**config.mk**
```make
export PLATFORM = sky130hd
export DESIGN_NAME = hotcold_pair_eval
export DESIGN_NICKNAME = d
export VERILOG_FILES = /design/src/rtl/hcpe_pkg.sv /design/src/rtl/hcpe_buf.sv /design/src/rtl/hcpe_ctrl.sv /design/src/rtl/hcpe_acc.sv /design/src/rtl/hotcold_pair_eval.sv
export SDC_FILE = /design/constraint.sdc
export NUM_CORES = 1
export LEC_CHECK = 0
export ABC_CLOCK_PERIOD_IN_PS = 7100
export BUFFER_PORTS_ARGS = -buffer_cell sky130_fd_sc_hd__buf_2
export CAP_MARGIN = 20
export CORE_MARGIN = 4
export CORE_UTILIZATION = 45
export CTS_BUF_LIST = sky130_fd_sc_hd__clkbuf_4 sky130_fd_sc_hd__clkbuf_8
export CTS_CLUSTER_SIZE = 24
export DETAILED_ROUTE_END_ITERATION = 10
export PLACE_DENSITY_LB_ADDON = 0.15
export SLEW_MARGIN = 20
export SYNTH_ARGS = -nofsm -noshare
export SYNTH_HDL_FRONTEND = slang
export SYNTH_SLANG_ARGS = --single-unit
```
**constraint.sdc**
```tcl
create_clock -name clk -period 7.1 [get_ports clk]
set_clock_uncertainty 0.05 [all_clocks]
set_input_delay 1.065 -clock clk [delete_from_list [all_inputs] [get_ports clk]]
set_output_delay 1.065 -clock clk [all_outputs]
set_load 0.05 [all_outputs]
```
**src/rtl/hcpe_pkg.sv**
```systemverilog
package hcpe_pkg;

  typedef enum logic [1:0] {
    PH_IDLE    = 2'd0,
    PH_COLLECT = 2'd1,
    PH_SCAN    = 2'd2
  } phase_e;

  // Hot test without a divider: v > total/n  <=>  n*v > total
  function automatic logic is_hot(input logic [31:0] val,
                                  input logic [31:0] total,
                                  input int unsigned n_pts);
    return (val * n_pts) > total;
  endfunction

  // Add a pixel value into a wider accumulator
  function automatic logic [31:0] acc_add(input logic [31:0] acc,
                                          input logic [31:0] val);
    return acc + val;
  endfunction

endpackage

```
**src/rtl/hcpe_buf.sv**
```systemverilog
module hcpe_buf #(
  parameter int W     = 5,
  parameter int DEPTH = 30,
  parameter int AW    = 5
) (
  input  logic          clk,
  input  logic          wr_en,
  input  logic [AW-1:0] wr_addr,
  input  logic [W-1:0]  wr_data,
  input  logic [AW-1:0] rd_addr,
  output logic [W-1:0]  rd_data
);

  logic [W-1:0] mem [DEPTH];

  always_ff @(posedge clk) begin
    if (wr_en && (32'(wr_addr) < DEPTH)) begin
      mem[wr_addr] <= wr_data;
    end
  end

  always_comb begin
    if (32'(rd_addr) < DEPTH) rd_data = mem[rd_addr];
    else                      rd_data = '0;
  end

endmodule

```
**src/rtl/hcpe_ctrl.sv**
```systemverilog
module hcpe_ctrl
  import hcpe_pkg::*;
#(
  parameter int PIX_W = 5,
  parameter int N_PTS = 30,
  parameter int IDX_W = 5,
  parameter int CNT_W = 5,
  parameter int SUM_W = 10
) (
  input  logic             clk,
  input  logic             rst_n,
  input  logic             start_i,
  input  logic             smp_valid_i,
  input  logic             smp_is_tgt_i,
  input  logic [PIX_W-1:0] smp_data_i,
  output logic             bg_wr_o,
  output logic             tgt_wr_o,
  output logic [IDX_W-1:0] bg_waddr_o,
  output logic [IDX_W-1:0] tgt_waddr_o,
  output logic             scan_en_o,
  output logic             scan_last_o,
  output logic [IDX_W-1:0] scan_idx_o,
  output logic [CNT_W-1:0] bg_cnt_o,
  output logic [CNT_W-1:0] tgt_cnt_o,
  output logic [SUM_W-1:0] bg_total_o,
  output logic [SUM_W-1:0] tgt_total_o,
  output logic             done_o
);

  localparam logic [CNT_W-1:0] FULL = CNT_W'(N_PTS);
  localparam logic [IDX_W-1:0] LAST = IDX_W'(N_PTS - 1);

  phase_e           phase_q;
  logic [CNT_W-1:0] bg_cnt_q, tgt_cnt_q;
  logic [IDX_W-1:0] idx_q;
  logic [SUM_W-1:0] bg_total_q, tgt_total_q;
  logic             done_q;
  logic             collecting;
  logic             all_in;

  assign collecting = (phase_q == PH_COLLECT) && !start_i;
  assign all_in     = (bg_cnt_q == FULL) && (tgt_cnt_q == FULL);

  assign bg_wr_o  = collecting && smp_valid_i && !smp_is_tgt_i && (bg_cnt_q < FULL);
  assign tgt_wr_o = collecting && smp_valid_i &&  smp_is_tgt_i && (tgt_cnt_q < FULL);

  assign bg_waddr_o  = IDX_W'(bg_cnt_q);
  assign tgt_waddr_o = IDX_W'(tgt_cnt_q);

  assign scan_en_o   = (phase_q == PH_SCAN) && !start_i;
  assign scan_last_o = (idx_q == LAST);
  assign scan_idx_o  = idx_q;

  assign bg_cnt_o    = bg_cnt_q;
  assign tgt_cnt_o   = tgt_cnt_q;
  assign bg_total_o  = bg_total_q;
  assign tgt_total_o = tgt_total_q;
  assign done_o      = done_q;

  always_ff @(posedge clk) begin
    if (!rst_n) begin
      phase_q     <= PH_IDLE;
      bg_cnt_q    <= '0;
      tgt_cnt_q   <= '0;
      idx_q       <= '0;
      bg_total_q  <= '0;
      tgt_total_q <= '0;
      done_q      <= 1'b0;
    end else begin
      done_q <= 1'b0;
      if (start_i) begin
        phase_q     <= PH_COLLECT;
        bg_cnt_q    <= '0;
        tgt_cnt_q   <= '0;
        idx_q       <= '0;
        bg_total_q  <= '0;
        tgt_total_q <= '0;
      end else begin
        unique case (phase_q)
          PH_COLLECT: begin
            if (bg_wr_o) begin
              bg_cnt_q   <= bg_cnt_q + 1'b1;
              bg_total_q <= SUM_W'(acc_add(32'(bg_total_q), 32'(smp_data_i)));
            end
            if (tgt_wr_o) begin
              tgt_cnt_q   <= tgt_cnt_q + 1'b1;
              tgt_total_q <= SUM_W'(acc_add(32'(tgt_total_q), 32'(smp_data_i)));
            end
            if (all_in) begin
              phase_q <= PH_SCAN;
              idx_q   <= '0;
            end
          end
          PH_SCAN: begin
            idx_q <= idx_q + 1'b1;
            if (scan_last_o) begin
              phase_q <= PH_IDLE;
              done_q  <= 1'b1;
            end
          end
          default: begin
          end
        endcase
      end
    end
  end

endmodule

```
**src/rtl/hcpe_acc.sv**
```systemverilog
module hcpe_acc
  import hcpe_pkg::*;
#(
  parameter int PIX_W = 5,
  parameter int N_PTS = 30,
  parameter int SUM_W = 10
) (
  input  logic             clk,
  input  logic             rst_n,
  input  logic             clear_i,
  input  logic             scan_en_i,
  input  logic [PIX_W-1:0] val_i,
  input  logic [SUM_W-1:0] ref_total_i,
  output logic             hot_o,
  output logic [SUM_W-1:0] hot_sum_o,
  output logic [SUM_W-1:0] cold_sum_o
);

  logic [SUM_W-1:0] hot_q, cold_q;

  assign hot_o = is_hot(32'(val_i), 32'(ref_total_i), N_PTS);

  always_ff @(posedge clk) begin
    if (!rst_n || clear_i) begin
      hot_q  <= '0;
      cold_q <= '0;
    end else if (scan_en_i) begin
      if (hot_o) hot_q  <= SUM_W'(acc_add(32'(hot_q), 32'(val_i)));
      else       cold_q <= SUM_W'(acc_add(32'(cold_q), 32'(val_i)));
    end
  end

  assign hot_sum_o  = hot_q;
  assign cold_sum_o = cold_q;

endmodule

```
**src/rtl/hotcold_pair_eval.sv**
```systemverilog
module hotcold_pair_eval #(
  parameter int PIX_W = 5,
  parameter int N_PTS = 30,
  localparam int IDX_W = $clog2(N_PTS),
  localparam int CNT_W = $clog2(N_PTS + 1),
  localparam int SUM_W = PIX_W + CNT_W
) (
  input  logic             clk,
  input  logic             rst_n,
  input  logic             start_i,
  input  logic             smp_valid_i,
  input  logic             smp_is_tgt_i,
  input  logic [PIX_W-1:0] smp_data_i,
  output logic             done_o,
  output logic [SUM_W-1:0] bg_hot_o,
  output logic [SUM_W-1:0] bg_cold_o,
  output logic [SUM_W-1:0] tgt_hot_o,
  output logic [SUM_W-1:0] tgt_cold_o
);

  localparam int N_CLS = 2;  // class 0 background, class 1 target

  logic             bg_wr, tgt_wr;
  logic [IDX_W-1:0] bg_waddr, tgt_waddr;
  logic             scan_en, scan_last;
  logic [IDX_W-1:0] scan_idx;
  logic [CNT_W-1:0] bg_cnt, tgt_cnt;
  logic [SUM_W-1:0] bg_total, tgt_total;

  logic [N_CLS-1:0]            cls_wr;
  logic [N_CLS-1:0][IDX_W-1:0] cls_waddr;
  logic [N_CLS-1:0]            cls_hot;
  logic [N_CLS-1:0][SUM_W-1:0] cls_hot_sum;
  logic [N_CLS-1:0][SUM_W-1:0] cls_cold_sum;

  assign cls_wr[0]    = bg_wr;
  assign cls_wr[1]    = tgt_wr;
  assign cls_waddr[0] = bg_waddr;
  assign cls_waddr[1] = tgt_waddr;

  hcpe_ctrl #(
    .PIX_W(PIX_W), .N_PTS(N_PTS), .IDX_W(IDX_W), .CNT_W(CNT_W), .SUM_W(SUM_W)
  ) u_ctrl (
    .clk         (clk),
    .rst_n       (rst_n),
    .start_i     (start_i),
    .smp_valid_i (smp_valid_i),
    .smp_is_tgt_i(smp_is_tgt_i),
    .smp_data_i  (smp_data_i),
    .bg_wr_o     (bg_wr),
    .tgt_wr_o    (tgt_wr),
    .bg_waddr_o  (bg_waddr),
    .tgt_waddr_o (tgt_waddr),
    .scan_en_o   (scan_en),
    .scan_last_o (scan_last),
    .scan_idx_o  (scan_idx),
    .bg_cnt_o    (bg_cnt),
    .tgt_cnt_o   (tgt_cnt),
    .bg_total_o  (bg_total),
    .tgt_total_o (tgt_total),
    .done_o      (done_o)
  );

  for (genvar c = 0; c < N_CLS; c++) begin : g_cls
    logic [PIX_W-1:0] rd_val;
    logic             hot;
    logic [SUM_W-1:0] hot_sum, cold_sum;

    hcpe_buf #(.W(PIX_W), .DEPTH(N_PTS), .AW(IDX_W)) u_buf (
      .clk    (clk),
      .wr_en  (cls_wr[c]),
      .wr_addr(cls_waddr[c]),
      .wr_data(smp_data_i),
      .rd_addr(scan_idx),
      .rd_data(rd_val)
    );

    hcpe_acc #(.PIX_W(PIX_W), .N_PTS(N_PTS), .SUM_W(SUM_W)) u_acc (
      .clk        (clk),
      .rst_n      (rst_n),
      .clear_i    (start_i),
      .scan_en_i  (scan_en),
      .val_i      (rd_val),
      .ref_total_i(bg_total),
      .hot_o      (hot),
      .hot_sum_o  (hot_sum),
      .cold_sum_o (cold_sum)
    );

    assign cls_hot[c]      = hot;
    assign cls_hot_sum[c]  = hot_sum;
    assign cls_cold_sum[c] = cold_sum;
  end

  assign bg_hot_o   = cls_hot_sum[0];
  assign bg_cold_o  = cls_cold_sum[0];
  assign tgt_hot_o  = cls_hot_sum[1];
  assign tgt_cold_o = cls_cold_sum[1];

endmodule

```
After elaboration in Yosys (flattened, before gate mapping) --
Memory sizes are Yosys's and may differ from the RTL's. A register that Yosys moved wholly into a read port is not among the register bits. Index checks and enable logic that the tools add are counted.
Word-level totals: memories 2, bits in registers 68, logic and storage cells 87, input port bits 10, output and inout port bits 41, memory bits (writable) 300
Operators by class: mux-type cells 17, $mul 2, $lt $le $gt $ge 7, bitwise logic cells 4, reduce and logical (&&, ||, !) cells 27, equal/unequal tests 9, add/sub/neg operators 8
Memories:
- g_cls[0].u_buf.mem | words 30, bits a word 5, rd ports 1, clocked after Yosys merged registers in 1, wr ports 1, line hcpe_buf.sv:14 | logic [W-1:0] mem [DEPTH];
- g_cls[1].u_buf.mem | words 30, bits a word 5, rd ports 1, clocked after Yosys merged registers in 1, wr ports 1, line hcpe_buf.sv:14
Operators by type and width (count):
- adder 10 x 5 -> 10 bit | 5
- 2-to-1 mux 5 bit | 7
- < comparator 5 bit, second input constant | 5
- greater-than comparator 10 bit | 2
- multiplier 5 x 4 -> 9 bit, second input constant | 2
- adder 5 x 1 -> 5 bit, second input constant | 3
- equality test 5 bit, second input constant | 3
- AND reduction 2 bit | 7
- logical AND 1 bit | 10
- case mux 5 bit (2 select lines) | 1
- 2-to-1 mux 1 bit | 6
- AND reduction 3 bit | 2
- 2-to-1 mux 2 bit | 2
- inverter 1 bit | 4
- case mux 2 bit (2 select lines) | 1
- zero test 1 bit | 3
- != test 3 x 2 -> 1 bit, second input constant | 1
- != test 3 bit, second input constant | 1
- nonzero test 3 bit | 1
- OR reduction 3 bit | 1
- equality test 2 x 1 -> 1 bit, second input constant | 1
- equality test 2 bit, second input constant | 1
- != test 2 x 1 -> 1 bit, second input constant | 1
- != test 2 bit, second input constant | 1
- 3 further kinds | 3

Depth between registers and ports, before layout --
Gate-level depths: netlist (run 1).
depth in word-level cells 8, gate-level depth with buffers 29, gate-level depth less buffers 26

Modules after synthesis --
Synthesis (run 1) repeated with hierarchy kept, for this count alone.
Unflattened totals: cell total of the unflattened synthesis 1396, area, all modules 18187.4 um^2
By module, submodules not included:
- hcpe_buf | area each 6092.1 um^2, sequential area each 4504.3 um^2, cells an instance 354, instances 2
- hcpe_ctrl | area each 2199.6 um^2, sequential area each 760.7 um^2, cells an instance 253, instances 1
- hcpe_acc at g_cls[0].u_acc | area each 1904.3 um^2, sequential area each 400.4 um^2, cells an instance 217, instances 1
- hcpe_acc at g_cls[1].u_acc | area each 1899.3 um^2, sequential area each 400.4 um^2, cells an instance 218, instances 1

Least setup slack after synthesis (run 1) --
Ideal clock, no wire load.
path kind flip-flop to flip-flop, start reg (tool-made name), end reg g_cls[1].u_acc.hot_q[9], library setup time 0.065 ns, data required time 6.985 ns, buffers on the path 4, slack 0.571 ns, period minus slack after synthesis 6.529 ns, data arrival time 6.413 ns, cell stages (with the launch flop) 30, path through dfxtp_1 > buf_6 > buf_4 > buf_2 > buf_2 > mux4_2 > mux4_2 > mux2i_1 > nor2_1 > ha_1 > xor2_1 > inv_1 > fa_1 > inv_1 > fa_1 > a21oi_1 > nor2_1 > nor2_1 > o21bai_1 > a21oi_1 > xnor2_1 > ha_1 > nand4_1 > nor3_1 > a2111oi_2 > nor3_2 > and4_1 > nand2_1 > or4_1 > nand4_1
RTL lines:
- end signal: assignment | line hcpe_acc.sv:28 | if (hot_o) hot_q <= SUM_W'(acc_add(32'(hot_q), 32'(val_i)));
- end: declaration | line hcpe_acc.sv:19 | logic [SUM_W-1:0] hot_q, cold_q;

==> out/results.tsv, run 1 <==
metric	value	unit
status	complete, no violations	
fin crit share	0.9247	
final setup vio count	0	
starting density of the core	0.4579	
min cycle time layout	6.566	ns
fmax	0.1523	GHz
drt drc	0	
ys async rst share	0	
RSZ-0062 raised after global routing	false	
GR peak layer	met2	
CTS tree	yes	
pin count of the biggest net entering global routing	75	
Iteration-0 DRC Markers	612	
Syn Inst Count	1173	
pwr dens	229.8	nW/um^2
setup ws final	0.5344	ns
row cnt	71	
top cell type's share of synthesized area	0.5199	
Post-Syn Area per Cell	14.77	um^2
NetSw	940.5	uW
vias in the first global route	10270	
peak supply drop	117.0	uV
Clock Tree Root	clkbuf_8	
most common cell after layout, fill and taps aside	edfxtp_1	
port bufs	50	
Flop pwr share	0.525	
TritonRoute pass-1 iters	7	
nets	1372	
combinational share of power	0.042	
mean routed wirelength per cell	20.52	um
initial antenna violation count	1	
Tot Pwr	4.502	mW
Leak	6.750	nW
Startpoint Class	flop	
grt ovf	0	
Die Span Y	204.2	um
clk buf depth	3	
pre-CTS setup slack	0.3176	ns
Post-Syn Nets	1276	
Int Pwr	3.562	mW
worst hold path class	flop to flop	
number of I/O pins	51	
worst endpoint data arrival time	7.08	ns
clock-pin slew of the registers on the worst-case setup and hold paths	0.06	ns
Slew @ Worst Pin	0.8436	ns
P&R area growth vs syn	13.08	%
Switching Fraction	0.2089	
Clock Power Share	0.434	
Sink Count	373	
first-pass GRT wire length	59310	um
Antenna Nets Post-Route	0	
setup TNS	0	ns
GPL Wtd Cong	0.8136	
Final HPWL DP	24740	um
later-pin clock latency in the skew report	0.65	ns
synth unique cells	65	
Std-Cell Core Area	37840	um^2
share of layout cells above drive strength 1	0.2342	
final hold viol count	0	
crit path kind	flop to flop	
Hold Buf Count CTS	0	
vias per cell	5.511	
largest fanout on the critical path	11	
die width	204.2	um
grt met1 use	0.2599	
Final Max Slew Viols	0	
most frequent cells in the layout	edfxtp_1, nor2_1, mux4_2	
Yosys warning count	0	
CTS buffer count	59	
Required @ worst endpoint	7.62	ns
relative slew slack	0.4328	
die area	41710	um^2
vias after detailed routing	10070	
Seq cells post-synth	373	
EDFF count, synth	300	
M3 GR Usage	0.03237	
Synth area leader	edfxtp_1	
Overall Global Routing Usage	0.1836	
met2 Usage GRT	0.2919	
R2R setup slack	0.53	ns
register area share after synthesis	0.6042	
htree depth	2	
top cells by area, synth	edfxtp_1, mux4_2, dfxtp_1	
Top FF cell, synth	edfxtp_1	
Max-cap violations	0	
CP Capture Type	flop	
synthesized cell area	17330	um^2
Post-Route WL	37490	um
## final timing paths
kind	from	end	cells past startpoint
worst min register to register	g_cls[1].u_acc.hot_sum_o[0]$_SDFFE_PP0P_	g_cls[1].u_acc.hot_sum_o[0]$_SDFFE_PP0P_	2
worst max-delay path	flop	g_cls[0].u_acc.cold_sum_o[6]$_SDFFE_PP0P_	23
worst max register to register	flop	g_cls[0].u_acc.cold_sum_o[6]$_SDFFE_PP0P_	23
worst min-delay path	g_cls[1].u_acc.hot_sum_o[0]$_SDFFE_PP0P_	g_cls[1].u_acc.hot_sum_o[0]$_SDFFE_PP0P_	2
## through the flow
step / cells / hold slack [ns] / util / instance area [um^2]
final: 1827 / 0.4542 / 0.5178 / 19600
after global routing: 1827 / 0.4767 / 0.5178 / 19600
after CTS: 1822 / 0.4528 / 0.5157 / 19520
after detailed placement: 1715 / 0.4445 / 0.4821 / 18240
after global placement: 1715 / 0.4346 / 0.4821 / 18240
after floorplan: 1173 / 0.4326 / - / 17330
## power by group through the flow
stage / Clock (mW) / Combinational (mW) / Sequential [mW]
after floorplan: 0 / 0.116 / 2.41
final: 1.95 / 0.188 / 2.36
after CTS: 2.01 / 0.185 / 2.36
after global routing: 2.11 / 0.214 / 2.36
after detailed placement: 0 / 0.184 / 2.41
after global placement: 0 / 0.181 / 2.41
## cells by family (layout without fill, tap and decap cells)
kind of cell,after synthesis,after routing,share of synthesized area
AO/OA/AOI/OAI,118,118,0.04773
XOR/XNOR,43,43,0.02173
adder cells (fa/ha/maj),97,97,0.07625
buffers and inverters,108,250,0.02570
flip-flops,373,373,0.6042
multiplexers,134,134,0.1377
other,0,1,0
AND/OR/NAND/NOR,300,300,0.08671
## worst max-delay path: stages (launching register included)
cell	delay [ns]
dfxtp_4	0.46
buf_4	0.28
mux4_2	0.53
mux4_2	0.53
mux2_2	0.29
nand2_1	0.19
inv_1	0.19
fa_1	0.56
inv_1	0.05
fa_1	0.49
inv_1	0.04
ha_1	0.33
a21o_1	0.19
a21oi_1	0.22
o21bai_1	0.09
a21oi_1	0.18
xnor2_1	0.14
ha_1	0.25
and4_1	0.17
a221oi_1	0.33
o21ai_1	0.22
buf_4	0.22
or3_1	0.35
a21oi_1	0.14
## repair_timing
item,4_1_cts,5_1_grt
buffers inserted,0,4
gates resized for setup,0,5
setup endpoints to repair,0,9
endpoints found under the hold margin,0,0
## cells in the mapped netlist, types with 5 or more instances
cell and instances:
o21bai_1 9, edfxtp_1 300, nor4_1 14, fa_1 15
nand3_1 17, a21o_1 17, nor2b_1 7, nand2_1 48
inv_1 60, buf_1 9, and4_1 7, o211ai_1 5
nand3b_1 7, nor3_1 5, mux2i_1 37, dfxtp_1 73
o2111ai_1 6, clkbuf_1 22, or4_1 5, nor2_1 132
buf_2 11, a22oi_1 6, or3_1 14, nand4_1 18
ha_1 78, xnor2_1 27, mux2_2 15, mux4_2 82
a21oi_1 37, xor2_1 16, o21ai_0 11
## layer usage
metal	vias to the layer above	share of wire
met5	-	0
met1	5095	0.46
li1	4691	-
met3	51	0.049
met4	0	0.021
met2	232	0.47
## state kept, by name, indices dropped and copies added (netlist names), named ones only
register,count
u_ctrl.scan_idx_o,5
u_ctrl.tgt_cnt_o,5
u_ctrl.done_o,1
g_cls.u_acc.cold_sum_o,20
g_cls.u_acc.hot_sum_o,20
u_ctrl.phase_q,2
u_ctrl.bg_total_o,10
g_cls.u_buf.mem,300
u_ctrl.bg_cnt_o,5
## cell type report
type                            instances  area (um^2)
Clock buffer                           95         1114
Timing Repair Buffer                   82        519.2
Antenna cell                            1        2.502
Multi-Input combinational cell        692         6456
Inverter                               61        229.0
Tap cell                              511        639.4
Fill cell                            3218        18250
Sequential cell                       373        10480
Clock inverter                         12        158.9
No activity file was read; power rests on OpenSTA's default activity.
==> inputs of run 2 (changes only) <==
GPL_ROUTABILITY_DRIVEN = 0   (was not set)
PLACE_DENSITY = 0.72   (was not set)
PLACE_DENSITY_LB_ADDON = not set   (was 0.15)
==> run 2 against run 1 <==
  * Highest routed layer unchanged
  * Largest cell class unchanged
  * Sequential power about the same
  * Largest power group unchanged
  * Sequential share of layout area decreased by 0.055 points
  * Utilization increased by 0.053 points
  * Critical path type unchanged
  * Clock power about the same
  * Register-to-register slack got worse by 0.096 ns
  * Critical endpoint is now g_cls[1].u_acc.hot_sum_o[9]$_SDFFE_PP0P_
==> out/results.tsv, run 2 (synthesis results as in run 1) <==
metric	value	unit
drt drc	0	
Final HPWL DP	24190	um
Setup crit end	g_cls[1].u_acc.hot_sum_o[9]$_SDFFE_PP0P_	
worst hold path class	flop to flop	
later-pin clock latency in the skew report	0.65	ns
relative slew slack	0.5113	
CTS buffer count	59	
clock-pin slew of the registers on the worst-case setup and hold paths	0.06	ns
starting density of the core	0.4579	
Die Span Y	204.2	um
final setup vio count	0	
Finished Layout Cells	1831	
share of layout cells above drive strength 1	0.2318	
max reg flops	300	
mean routed wirelength per cell	19.80	um
die width	204.2	um
most common cell after layout, fill and taps aside	edfxtp_1	
number of cells on the critical path	26	
most frequent cell on the critical path	nor2_1	
final core occ	0.5184	
Clock Tree Root	clkbuf_8	
metal2 WL	17420	um
clk buf depth	3	
most frequent cells in the layout	edfxtp_1, nor2_1, mux4_2	
Sink Count	373	
crit path kind	flop to flop	
fmax	0.1501	GHz
Ant. Diodes	0	
Startpoint Class	flop	
CP Capture Type	flop	
port bufs	50	
die area	41710	um^2
slowest stage delay, CP	0.53	ns
Iteration-0 DRC Markers	806	
final hold viol count	0	
Max-cap violations	0	
Leak	6.753	nW
Slowest-stage cell, CP	mux4_2	
TritonRoute pass-1 iters	7	
Crit path max-delay family	simple AND/OR/NAND/NOR gates	
Slew @ Worst Pin	0.7264	ns
Hold Buf Count CTS	0	
pre-CTS setup slack	0.3301	ns
Required @ worst endpoint	7.60	ns
first-pass GRT wire length	57870	um
nets	1372	
pwr dens	229.0	nW/um^2
vias in the first global route	10330	
worst endpoint data arrival time	7.16	ns
RSZ-0062 raised after global routing	false	
row cnt	71	
grt ovf	0	
htree depth	2	
P&R area growth vs syn	13.20	%
Overall Global Routing Usage	0.1750	
setup TNS	0	ns
Post-Route WL	36260	um
Cells after DPL	1714	
R2R cell count	26	
WP buf/inv	3	
vias per cell	5.590	
most flop-heavy register	g_cls.u_buf.mem	
peak supply drop	156.0	uV
vias after detailed routing	10240	
initial antenna violation count	0	
Post-Route M1 WL	15700	um
top sig layer	met4	
metal3 WL	2316	um
pin count of the biggest net entering global routing	63	
Antenna Nets Post-Route	0	
R2R setup slack	0.44	ns
largest fanout on the critical path	21	
number of I/O pins	51	
Tot Pwr	4.492	mW
Std-Cell Core Area	37840	um^2
min cycle time layout	6.661	ns
status	complete, no violations	
Final Max Slew Viols	0	
CTS tree	yes	
Reg-to-Reg End	g_cls[1].u_acc.hot_sum_o[9]$_SDFFE_PP0P_	
fin crit share	0.9382	
setup ws final	0.4386	ns
## run 2: how the worst min path moves through the flow
stage	start	to	slack [ns]	cells past startpoint
2_1_floorplan	u_ctrl.phase_q[1]$_SDFFE_PP0P_	u_ctrl.phase_q[1]$_SDFFE_PP0P_	0.43	2
6_report	g_cls[0].u_acc.cold_sum_o[8]$_SDFFE_PP0P_	g_cls[0].u_acc.cold_sum_o[8]$_SDFFE_PP0P_	0.46	2
4_1_cts	g_cls[0].u_acc.cold_sum_o[8]$_SDFFE_PP0P_	g_cls[0].u_acc.cold_sum_o[8]$_SDFFE_PP0P_	0.46	2
3_3_place_gp	g_cls[1].u_acc.hot_sum_o[0]$_SDFFE_PP0P_	g_cls[1].u_acc.hot_sum_o[0]$_SDFFE_PP0P_	0.44	2
5_1_grt	g_cls[0].u_acc.cold_sum_o[6]$_SDFFE_PP0P_	g_cls[0].u_acc.cold_sum_o[6]$_SDFFE_PP0P_	0.49	2
3_5_place_dp	g_cls[0].u_acc.cold_sum_o[8]$_SDFFE_PP0P_	g_cls[0].u_acc.cold_sum_o[8]$_SDFFE_PP0P_	0.45	2
## run 2: worst min-delay path: stages, from the launching register on
cell and delay (ns):
dfxtp_1 0.33, o21ai_0 0.08, a21oi_1 0.06
## run 2: stage by stage
| stage | cell area [um^2] | hold WS [ns] |
|---|---|---|
| 2_1_floorplan | 17330 | 0.4326 |
| 3_3_place_gp | 18290 | 0.4399 |
| 3_5_place_dp | 18290 | 0.4494 |
| 4_1_cts | 19560 | 0.4581 |
| 5_1_grt | 19620 | 0.4879 |
| 6_report | 19620 | 0.4597 |
## run 2: final cells by class
class / count / area [um^2]
clock buffers: 70 / 900.9
flip-flops and latches: 373 / 10480
inverters: 61 / 229.0
clock inverters: 42 / 370.4
repair buffers: 82 / 564.3
multi-input cells: 692 / 6435
well taps: 511 / 639.4
fillers: 3141 / 18230
## run 2: layer usage
layer / vias to the layer above / track usage
li1: 4692 / -
met1: 5127 / 0.2449
met2: 349 / 0.2846
met3: 68 / 0.02920
met4: 0 / 0.05288
met5: - / 0
## run 2: where the power goes
group	total [mW]	switching (mW)	internal, mW
logic	0.184	0.116	0.0686
clock network	1.95	0.873	1.07
registers	2.36	0.00222	2.36
## run 2: timing repair
| item | CTS | global route |
|---|---|---|
| resized for setup | 0 | 1 |
| setup endpoints to repair | 0 | 5 |
| buffers inserted | 0 | 5 |
==> inputs of run 3 (changes only) <==
RECOVER_POWER = 50   (was not set)
==> run 3 against run 2 <==
  * Flip-flop and latch count unchanged
  * The run now ends with capacitance limit, slew limit left
  * Largest cell class unchanged
  * Worst hold slack improved by 0.0035 ns
  * First-iteration DRC count decreased by 0.62%
  * Count of clock-buffer cells in the layout unchanged
  * Register-to-register slack about the same
  * Cell count unchanged
==> out/results.tsv, run 3 (synthesis results as in run 1) <==
metric	value	unit
worst hold path class	flop to flop	
initial antenna violation count	0	
fmax	0.1503	GHz
die area	41710	um^2
vias after detailed routing	10250	
Required @ worst endpoint	7.57	ns
slowest stage delay, CP	0.59	ns
Startpoint Class	flop	
max reg flops	300	
status	complete, but fails checks	
CTS buffer count	59	
first-pass GRT wire length	57870	um
CP Capture Type	flop	
final setup vio count	0	
nets	1372	
pwr dens	230.3	nW/um^2
htree depth	2	
RSZ-0062 raised after global routing	false	
Cell Chain, Critical Path	buf_12, mux4_2, mux4_2, mux2_2, nand2_1, inv_1, fa_1, inv_1, fa_1, inv_1, ha_1, a21o_1, a21oi_1, o21bai_1, a21oi_1, xnor2_1, ha_1, and4_1, a221oi_1, o21ai_1, buf_4, nor4_1, xnor2_1, nor2_1	
most frequent cells in the layout	edfxtp_1, nor2_1, mux4_2	
final hold viol count	0	
Crit path max-delay family	adder cells	
Std-Cell Core Area	37840	um^2
port bufs	50	
number of I/O pins	51	
clk buf depth	3	
setup ws final	0.4484	ns
Antenna Nets Post-Route	0	
starting density of the core	0.4579	
Slew @ Worst Pin	2.768	ns
Final Max Slew Viols	311	
drt drc	0	
row cnt	71	
later-pin clock latency in the skew report	0.66	ns
Sink Count	373	
grt ovf	0	
most frequent cell on the critical path	inv_1	
Max-cap violations	5	
vias per cell	5.597	
violated checks	capacitance limit, slew limit	
Iteration-0 DRC Markers	801	
vias in the first global route	10330	
multi-input combinational cell area	6417	um^2
filler cell count	3180	
P&R area growth vs syn	12.69	%
min cycle time layout	6.652	ns
mean routed wirelength per cell	19.84	um
die width	204.2	um
clock-pin slew of the registers on the worst-case setup and hold paths	0.06	ns
crit path kind	flop to flop	
peak supply drop	156.3	uV
final core occ	0.5160	
Overall Global Routing Usage	0.1750	
Die Span Y	204.2	um
Post-Route WL	36330	um
most flop-heavy register	g_cls.u_buf.mem	
Ant. Diodes	0	
pin count of the biggest net entering global routing	63	
Final HPWL DP	24190	um
Register Area	10480	um^2
fin crit share	0.9368	
WP buf/inv	5	
Slowest-stage cell, CP	fa_1	
relative slew slack	-0.8455	
TritonRoute pass-1 iters	5	
share of layout cells above drive strength 1	0.1955	
setup TNS	0	ns
Leak	6.556	nW
most common cell after layout, fill and taps aside	edfxtp_1	
CTS tree	yes	
largest fanout on the critical path	21	
worst endpoint data arrival time	7.13	ns
pre-CTS setup slack	0.3301	ns
Clock Tree Root	clkbuf_8	
[run 3: cell types whose count changed in the layout (fill, tap and decap cells not counted)]
| cell | delta |
|---|---|
| nor4b_2 | -1 |
| buf_4 | -6 |
| nor4_2 | -1 |
| buf_2 | -39 |
| o31ai_2 | -1 |
| o31ai_1 | +1 |
| nor4b_1 | +1 |
| clkbuf_1 | +45 |
| nor4_1 | +1 |
[run 3: layer usage]
metal	wire, um	GRT usage	up-vias
li1	-	-	4697
met1	15820	0.2449	5167
met2	17500	0.2846	324
met3	2263	0.02920	60
met4	751	0.05288	0
met5	0	0	-
[run 3: stage by stage]
step | cell area (um^2) | hold slack [ns] | std cells | power (mW)
final | 19530 | 0.4632 | 1831 | 4.498
after global routing | 19530 | 0.4891 | 1831 | 4.665
after CTS | 19560 | 0.4581 | 1826 | 4.533
after detailed placement | 18290 | 0.4494 | 1714 | 2.592
after global placement | 18290 | 0.4399 | 1714 | 2.584
after floorplan | 17330 | 0.4326 | 1173 | 2.526
[run 3: power by group]
| group | internal [mW] | leakage (nW) | switching, mW |
|---|---|---|---|
| clock network | 1.07 | 0.673 | 0.877 |
| logic | 0.0668 | 2.60 | 0.115 |
| registers | 2.36 | 3.29 | 0.00223 |
| total | 3.50 | 6.56 | 0.995 |
[run 3: path summary, 6_finish.rpt]
kind / startpoint / end / slack, ns / cells past startpoint
max reg2reg: flop / g_cls[0].u_acc.cold_sum_o[9]$_SDFFE_PP0P_ / 0.45 / 24
min: g_cls[0].u_acc.cold_sum_o[8]$_SDFFE_PP0P_ / g_cls[0].u_acc.cold_sum_o[8]$_SDFFE_PP0P_ / 0.46 / 2
max: flop / g_cls[0].u_acc.cold_sum_o[9]$_SDFFE_PP0P_ / 0.45 / 24
min reg2reg: g_cls[0].u_acc.cold_sum_o[8]$_SDFFE_PP0P_ / g_cls[0].u_acc.cold_sum_o[8]$_SDFFE_PP0P_ / 0.46 / 2
[run 3: final cells by class]
class,instances,share of cell area
Clock inverter,42,0.01897
Multi-Input combinational cell,692,0.3286
Sequential cell,373,0.5366
Timing Repair Buffer,82,0.02525
Clock buffer,70,0.04613
Tap cell,511,0.03274
Inverter,61,0.01173
[run 3: worst register-to-register path, delay by kind of cell, from the launching register on]
kind,cells,cell delay (ns)
adder cells (fa/ha/maj),4,1.67
multiplexers,3,1.35
AO/OA/AOI/OAI,6,1.20
buffers and inverters,5,0.74
AND/OR/NAND/NOR,4,0.74
flip-flops,1,0.48
XOR/XNOR,2,0.30
[run 3: repair_timing]
item	4_1_cts	5_1_grt
hold buffers	0	0
endpoints found under the hold margin	0	0
gates resized for setup	0	1
setup endpoints to repair	0	5
setup buffers	0	5
